`src/rtl/fsr_pkg.sv`:
```
// Shared constants for the upper status byte controller.
// Assumes a fixed 8-bit byte; positions are decoded by the status readout path.
package fsr_pkg;
    localparam int REG_W       = 8;
    localparam int POS_SUS_ER  = 7;
    localparam int POS_CMP     = 6;
    localparam int NUM_LOCK    = 3;
    localparam int POS_LOCK_LO = 3;
    localparam int POS_LOCK_HI = POS_LOCK_LO + NUM_LOCK - 1;
    localparam int POS_SUS_PG  = 2;
    localparam int POS_QE      = 1;
    localparam int POS_RSVD    = 0;

    typedef struct packed {
        logic                cmp;
        logic [NUM_LOCK-1:0] lock;
        logic                qe;
    } nv_fields_t;
endpackage

```
`src/rtl/fsr_nv_bits.sv`:
```
// Retained bits: complement, quad enable and one-time-programmable locks.
// Assumes wr_en is already qualified by write-enable and power-cycle.
// Only rst_n (factory initialisation) returns these bits to defaults.
module fsr_nv_bits
    import fsr_pkg::*;
#(
    parameter int LOCKS = NUM_LOCK
) (
    input  logic             clk,
    input  logic             rst_n,
    input  logic             wr_en,
    input  logic             cmp_d,
    input  logic             qe_d,
    input  logic [LOCKS-1:0] lock_d,
    output logic             cmp_q,
    output logic             qe_q,
    output logic [LOCKS-1:0] lock_q
);
    // Plain writable bits: load on every accepted write.
    always_ff @(posedge clk) begin
        if (!rst_n) begin
            cmp_q <= 1'b0;
            qe_q  <= 1'b0;
        end else if (wr_en) begin
            cmp_q <= cmp_d;
            qe_q  <= qe_d;
        end
    end

    // One sticky cell per lock bit.
    for (genvar g = 0; g < LOCKS; g++) begin : g_lock
        // Set-only cell: a write can raise the bit, nothing but reset lowers it.
        always_ff @(posedge clk) begin
            if (!rst_n)
                lock_q[g] <= 1'b0;
            else if (wr_en && lock_d[g])
                lock_q[g] <= 1'b1;
        end
    end
endmodule

```
`src/rtl/fsr_suspend_flags.sv`:
```
// Read-only suspend flags for erase and program.
// Assumes clr already includes the power-cycle event and has priority over set.
module fsr_suspend_flags (
    input  logic clk,
    input  logic rst_n,
    input  logic clr,
    input  logic set,
    input  logic erase_busy,
    input  logic prog_busy,
    output logic sus_erase_q,
    output logic sus_prog_q
);
    // Clear wins, otherwise a suspend sets the flag of each busy operation.
    always_ff @(posedge clk) begin
        if (!rst_n || clr) begin
            sus_erase_q <= 1'b0;
            sus_prog_q  <= 1'b0;
        end else if (set) begin
            if (erase_busy) sus_erase_q <= 1'b1;
            if (prog_busy)  sus_prog_q  <= 1'b1;
        end
    end
endmodule

```
`src/rtl/flash_status_upper_ctrl.sv`:
```
// Upper status byte controller for a quad-capable serial flash model.
// Gates the command strobes, holds the bits with per-bit update rules and
// assembles the byte. Assumes strobes are single-cycle and already decoded.
module flash_status_upper_ctrl
    import fsr_pkg::*;
(
    input  logic             clk,
    input  logic             rst_n,
    input  logic             wr_reg_i,
    input  logic [REG_W-1:0] wr_data_i,
    input  logic             wel_i,
    input  logic             suspend_i,
    input  logic             resume_i,
    input  logic             erase_busy_i,
    input  logic             prog_busy_i,
    input  logic             pwr_cycle_i,
    output logic [REG_W-1:0] status_o,
    output logic             quad_mode_o
);
    logic       wr_accept;
    logic       sus_clr;
    logic       sus_set;
    nv_fields_t nv_d;
    nv_fields_t nv_q;
    logic       sus_er_q;
    logic       sus_pg_q;
    logic       unused_wr_bits;

    // Command qualification: a power cycle masks every strobe.
    always_comb begin
        wr_accept = wr_reg_i && wel_i && !pwr_cycle_i;
        sus_clr   = resume_i || pwr_cycle_i;
        sus_set   = suspend_i && !pwr_cycle_i;
    end

    // Pick the writable fields out of the data byte.
    always_comb begin
        nv_d.cmp  = wr_data_i[POS_CMP];
        nv_d.lock = wr_data_i[POS_LOCK_HI:POS_LOCK_LO];
        nv_d.qe   = wr_data_i[POS_QE];
    end

    // Data bits at read-only and reserved positions are dropped.
    assign unused_wr_bits = ^{wr_data_i[POS_SUS_ER], wr_data_i[POS_SUS_PG],
                              wr_data_i[POS_RSVD]};

    fsr_nv_bits #(.LOCKS(NUM_LOCK)) u_nv (
        .clk    (clk),
        .rst_n  (rst_n),
        .wr_en  (wr_accept),
        .cmp_d  (nv_d.cmp),
        .qe_d   (nv_d.qe),
        .lock_d (nv_d.lock),
        .cmp_q  (nv_q.cmp),
        .qe_q   (nv_q.qe),
        .lock_q (nv_q.lock)
    );

    fsr_suspend_flags u_sus (
        .clk         (clk),
        .rst_n       (rst_n),
        .clr         (sus_clr),
        .set         (sus_set),
        .erase_busy  (erase_busy_i),
        .prog_busy   (prog_busy_i),
        .sus_erase_q (sus_er_q),
        .sus_prog_q  (sus_pg_q)
    );

    // Byte assembly; the reserved position is tied low.
    always_comb begin
        status_o                          = '0;
        status_o[POS_SUS_ER]              = sus_er_q;
        status_o[POS_CMP]                 = nv_q.cmp;
        status_o[POS_LOCK_HI:POS_LOCK_LO] = nv_q.lock;
        status_o[POS_SUS_PG]              = sus_pg_q;
        status_o[POS_QE]                  = nv_q.qe;
        status_o[POS_RSVD]                = 1'b0;
    end

    // Pin mode follows quad enable without a further register.
    assign quad_mode_o = nv_q.qe;
endmodule

```
`config.mk`:
```
export PLATFORM = sky130hd
export DESIGN_NAME = flash_status_upper_ctrl
export DESIGN_NICKNAME = d
export VERILOG_FILES = /design/src/rtl/fsr_pkg.sv /design/src/rtl/fsr_nv_bits.sv /design/src/rtl/fsr_suspend_flags.sv /design/src/rtl/flash_status_upper_ctrl.sv
export SDC_FILE = /design/constraint.sdc
export NUM_CORES = 1
export LEC_CHECK = 0
export BUFFER_PORTS_ARGS = -buffer_cell sky130_fd_sc_hd__buf_4
export CORE_AREA = 5 5 42 44
export DETAILED_ROUTE_END_ITERATION = 6
export DIE_AREA = 0 0 47 49
export GPL_TIMING_DRIVEN = 0
export PLACE_DENSITY = 0.53
export SYNTH_ARGS = -nofsm -noshare
export SYNTH_HDL_FRONTEND = slang
export SYNTH_SLANG_ARGS = --single-unit
```
`constraint.sdc`:
```
create_clock -name clk -period 0.8 [get_ports clk]
set_input_delay 0.04 -clock clk [delete_from_list [all_inputs] [get_ports clk]]
set_output_delay 0.04 -clock clk [all_outputs]
set_load 0.02 [all_outputs]
```
==> results of run 1 <==
-- what timing repair did --
action | CTS | global route
gates cloned | 0 | 0
gates resized for setup | 8 | 1
hold buffers | 0 | 0
endpoints found under the setup margin | 5 | 1
-- metal layers --
layer  vias to the layer above  GRT usage, %  wire [um]
li1                        149             -          -
met1                       113         7.285        268
met3                         0         4.059        137
met2                        16         9.276        288
met4                         0         5.530          0
met5                         -             0          0
-- cells in the final DEF (no fill, tap or decap), drive strengths merged --
master / Yosys / final
o21ai: 3 / 3
nor2: 2 / 2
dfxtp: 7 / 7
nand3b: 1 / 1
buf: 6 / 23
conb: 1 / 1
clkbuf: 0 / 4
a21oi: 2 / 2
nand2: 10 / 10
mux2i: 2 / 2
or3b: 1 / 1
-- cells by family (layout without fill, tap and decap cells) --
family / count (synthesis) / in the layout / synth area share [%]
compound gates: 5 / 5 / 8.546
buf+inv: 6 / 27 / 14.53
flops: 7 / 7 / 47.86
mux: 2 / 2 / 6.838
other cells: 1 / 1 / 1.281
simple gates: 14 / 14 / 20.94
-- flip-flops by register name, indices dropped and copies added (netlist names) --
| name | count |
|---|---|
| u_nv.qe_q | 1 |
| u_nv.cmp_q | 1 |
| u_nv.lock_q | 3 |
| u_sus.sus_prog_q | 1 |
| u_sus.sus_erase_q | 1 |
-- worst min path at each step --
stage / startpoint / to / slack (ns)
6_report: erase_busy_i / u_sus.sus_erase_q / 0.02
5_1_grt: prog_busy_i / u_sus.sus_prog_q / 0.03
4_1_cts: erase_busy_i / u_sus.sus_erase_q / 0.02
3_5_place_dp: erase_busy_i / u_sus.sus_erase_q / 0.28
3_3_place_gp: erase_busy_i / u_sus.sus_erase_q / 0.27
2_1_floorplan: erase_busy_i / u_sus.sus_erase_q / 0.18
-- power breakdown --
| part | internal, uW | switching [uW] | total, uW |
|---|---|---|---|
| clock network | 190 | 119 | 309 |
| logic | 76.3 | 51.9 | 128 |
| registers | 361 | 6.85 | 368 |
-- per-stage QoR --
stage | total power [uW] | hold WS [ns] | cells | instance area (um2) | utilization, %
floorplan | 432.1 | 0.1777 | 35 | 292.8 | -
global route | 867.5 | 0.02623 | 72 | 490.5 | 35.00
global placement | 505.7 | 0.2728 | 72 | 470.5 | 33.57
CTS | 821.2 | 0.01974 | 72 | 486.7 | 34.73
detailed placement | 506.7 | 0.2770 | 72 | 470.5 | 33.57
finish | 805.0 | 0.02211 | 72 | 490.5 | 35.00
-- layout make-up --
cell class / instances / area (um2) / share of cell area, %
repair buffers: 21 / 176.4 / 35.97
well taps: 16 / 20.02 / 4.082
plain buffers: 2 / 12.51 / 2.551
clock buffers: 4 / 26.28 / 5.357
multi-input cells: 22 / 110.1 / 22.45
flip-flops and latches: 7 / 145.1 / 29.59
==> metrics, run 1 <==
final worst slack 0.04770 ns; fill cell count roughly 170; Mapped Cells 35; Slowest cell on crit path dfxtp_2; worst setup path startpoint u_nv.qe_q; first-pass GRT wire length about 1100 um; # DRC 0; syn_area_per_cell between 8 and 9 um2; Synthesis Warnings 0; Max stage delay on crit path between 0.3 and 0.4 ns; post-route ant nets 0; hpwl dp between 500 and 600 um; I/O pins 26; Final min period 0.7523 ns; Setup violations, final 0; htree depth 1; Max Fclk approximately 1.3 GHz; critical path depth 1; share of cells above drive strength 1 approximately 54%; EDFF count, synth 0; largest net degree at the start of global routing 11; die area roughly 0.0023 mm2; worst skew pair latency approximately 0.24 ns; antenna cells 0; power per cell area between 1500 and 2000 mW/mm2; Hold Crit Depth 3; Max Cap Viol 0; Data arrival, critical path 0.71 ns; final number of max-transition violations 0; clock-pin slew on the worst setup and hold paths 0.05 ns; # nets final between 70 and 80; Crit path max-delay family flip-flops; Vias/cell approximately 3.9; WP data required approximately 0.76 ns; Tcrit/Tclk final 94.04%; P_leak 0.0002413 uW; Critical path buffers and inverters 1; Post-CTS Setup Bufs 0; synthesized flop and latch total 7; DR iter-0 viols 4; Synth-to-Final Area Change 67.52%; Clock Tree Buf Depth 2; sequential element share of the synthesized area a little under half; Fin Setup TNS 0 ns; RSZ-0062 raised after global routing no; Synth area leaders dfxtp_1 (48%), buf_4 (13%), nand2_1 (13%); DP Worst Slack approximately 0.041 ns; WL/cell between 9 and 10 um; peak fanout along the critical path 3; worst reg2reg path depth 2; All-Layer GR Usage 6.841%; drt pass-1 iters 2; Yosys top cell area share a little under half; post-synth cell types 11; CTS Sinks 7; number of I/O port buffers 21; Synth Flop Type dfxtp_1; Die W 47 um; top-count cell post-synth nand2_1; most instantiated cells after synthesis nand2_1 (10), dfxtp_1 (7), buf_4 (5); Clock Skews 0 ns; asr flop ratio synth 0%; Final Hold Fails 0; clock root cell clkbuf_4; Inserted Clock Buffers 3; Worst R2R Start u_nv.qe_q; Yosys top cell by area dfxtp_1; worst min-delay path category input pin to flop; status finished, final reports clean; Die H about 49 um; worst setup path class flop to output port; initial core utilization between 20% and 30%; Worst setup SP type flop; CTS tree built; worst flop-to-flop path endpoint u_nv.qe_q; drt total wl 694 um; Post-Synthesis Cell Area roughly 290 um2; synthesized net count 52; Final Wtd Congestion approximately 0.65; CP endpoint kind output port; gr ovfl total 0; DR vias 278; initial antenna violation count 0; critical-path cell list buf_6; vias in the first global route roughly 270; crit path to status_o[1]; Site Rows 14; worst vdd ir between 0.5 and 0.6 mV; CORE AREA ~0.0014 mm2; FF-to-FF setup slack ~0.21 ns
Note: power is estimated with default switching activity, not from simulation.
==> run 2, diff against run 1 <==
Settings changed: CTS_BUF_LIST set to sky130_fd_sc_hd__clkbuf_4, HOLD_SLACK_MARGIN set to 0.02.
==> run 2 against run 1 <==
Clock skew unchanged; register-to-register slack hardly changed; worst hold slack better by 0.0031 ns; sequential power barely moved; sequential cell count unchanged; global-route usage unchanged; highest routed layer unchanged; via count grew 0.72%; critical endpoint unchanged; cell count is 1.4% higher; die area is the same; critical path depth unchanged; first-iteration DRC count did not move; count of clock-buffer cells in the layout stayed put.
==> metrics, run 2 (synthesized netlist as in run 1, its figures left out) <==
Final Wtd Congestion 0.6511 (unchanged); switching part of the total power 21.02% (-1.1 points); CTS Sinks 7 (unchanged); area occupied by multi-input gates 110.1 um2 (unchanged); drt total wl 698 um (+0.58%); DR iter-0 viols 4 (unchanged); met1 Usage GRT 7.285% (unchanged); Site Rows 14 (unchanged); Final Hold Fails 0 (unchanged); Largest Register u_nv.lock_q; Final Cell Area 504.2 um2 (+2.8%); initial core utilization 20.89% (unchanged); met2 Usage GRT 9.276% (unchanged); Clock power frac 40.5% (+2.2 points); clock root cell clkbuf_4; Final min period 0.7523 ns (unchanged); number of I/O port buffers 21 (unchanged); share of cells above drive strength 1 54.39% (+0.81 points); final number of max-transition violations 0 (unchanged); critical path depth 1 (unchanged); CORE AREA 0.001401 mm2 (unchanged); All-Layer GR Usage 6.841% (unchanged); Die H 49 um (unchanged); Die W 47 um (unchanged); commonest non-fill, non-tap cell in the layout buf_4; Register Area 145.1 um2 (unchanged); Clock Skews 0 ns (unchanged); drt pass-1 iters 2 (unchanged); WP data required 0.76 ns (about the same); largest net degree at the start of global routing 11 (unchanged); RSZ-0062 raised after global routing no; final cell count without fillers 73 (+1.4%); hpwl dp 576.6 um (unchanged); htree depth 1 (unchanged); Synth-to-Final Area Change 72.22%; power per cell area 1668 mW/mm2 (+1.6%); # DRC 0 (unchanged); Max Cap Viol 0 (unchanged); Slowest cell on crit path dfxtp_2; antenna cells 0 (unchanged); clock-pin slew on the worst setup and hold paths 0.05 ns (about the same); Sequential Power Share 43.8% (-2.0 points); GR peak layer met2; Tcrit/Tclk final 94.04% (unchanged); Max stage delay on crit path 0.35 ns (about the same); Critical path buffers and inverters 1 (unchanged); worst setup path class flop to output port; Max Fclk 1.329 GHz (unchanged); initial antenna violation count 0 (unchanged); Core Util, Final 35.98% (+0.98 points); Cell Int Power 664.3 uW (+5.9%); Overall Power 841.0 uW (+4.5%); max reg flops 3 (unchanged); status finished, final reports clean; fill cell count 165 (-1.2%); Vias/cell 3.836 (-0.66%); DR vias 280 (+0.72%); Hold Crit Depth 3 (unchanged); met3 Use GR 4.059% (unchanged); Worst setup SP type flop; CTS tree built; most frequent cells in the layout buf_4 (17), nand2_1 (10), buf_6 (5); I/O pins 26 (unchanged); first-pass GRT wire length 1083 um (unchanged); die area 0.002303 mm2 (unchanged); worst vdd ir 0.5868 mV (+15%); WL/cell 9.562 um (-0.80%); Comb pwr share 15.7% (-0.2 points); critical-path cell list buf_6; Data arrival, critical path 0.71 ns (about the same); FF-to-FF setup slack 0.21 ns (about the same); placed inst area 470.5 um2 (unchanged); CP endpoint kind output port; Setup violations, final 0 (unchanged); # nets final 75 (+1.4%); worst skew pair latency 0.24 ns (about the same); post-route ant nets 0 (unchanged); Crit path max-delay family flip-flops; peak fanout along the critical path 3 (unchanged); placed instance count 72 (unchanged); Clock Tree Buf Depth 2 (unchanged); worst reg2reg path depth 2 (unchanged); worst min-delay path category input pin to flop; gr ovfl total 0 (unchanged); vias in the first global route 265 (unchanged); Inserted Clock Buffers 3 (unchanged); switching pwr 176.7 uW (-0.54%); Fin Setup TNS 0 ns (unchanged); P_leak 0.0002489 uW (+3.1%)
-- run 2: per-stage QoR --
stage          setup WS (ns)  hold WS [ns]
2_1_floorplan         0.1169        0.1777
3_3_place_gp         0.05424        0.2728
3_5_place_dp         0.04062        0.2770
4_1_cts              0.02288       0.02472
5_1_grt            0.0008192       0.02623
6_report             0.04770       0.02518
-- run 2: path summary, 6_finish.rpt --
kind,start,to
worst max-delay path,u_nv.qe_q,status_o[1]
worst min-delay path,prog_busy_i,u_sus.sus_prog_q
worst max register to register,u_nv.qe_q,u_nv.qe_q
worst min register to register,u_nv.lock_q[1],u_nv.lock_q[1]
-- run 2: layout make-up --
type	instances	share of cell area, %
clock buffer	4	5.955
buffer	2	2.481
multi-input combinational	22	21.84
timing repair buffer	22	36.97
tap	16	3.970
sequential	7	28.78
-- run 2: worst register-to-register path, cell delays in order, from the launching register on --
cell and delay (ns):
dfxtp_2 0.35, nand2_1 0.05, mux2i_1 0.12
-- run 2: per-layer routing --
layer | wire (um) | vias up
met5 | 0 | -
met4 | 0 | 0
met3 | 135 | 0
met2 | 287 | 16
met1 | 275 | 113
li1 | - | 151
-- run 2: power by group through the flow --
stage / Clock [uW] / Sequential (uW) / Combinational (uW)
3_3_place_gp: 0 / 373 / 133
5_1_grt: 391 / 370 / 145
2_1_floorplan: 0 / 382 / 50.4
4_1_cts: 358 / 368 / 134
6_report: 340 / 368 / 132
3_5_place_dp: 0 / 373 / 134
-- run 2: repair_timing --
action,4_1_cts,5_1_grt
hold buffers,1,0
hold endpoints to repair,1,0
endpoints found under the setup margin,5,1
gates resized for setup,8,1
buffers inserted,0,0
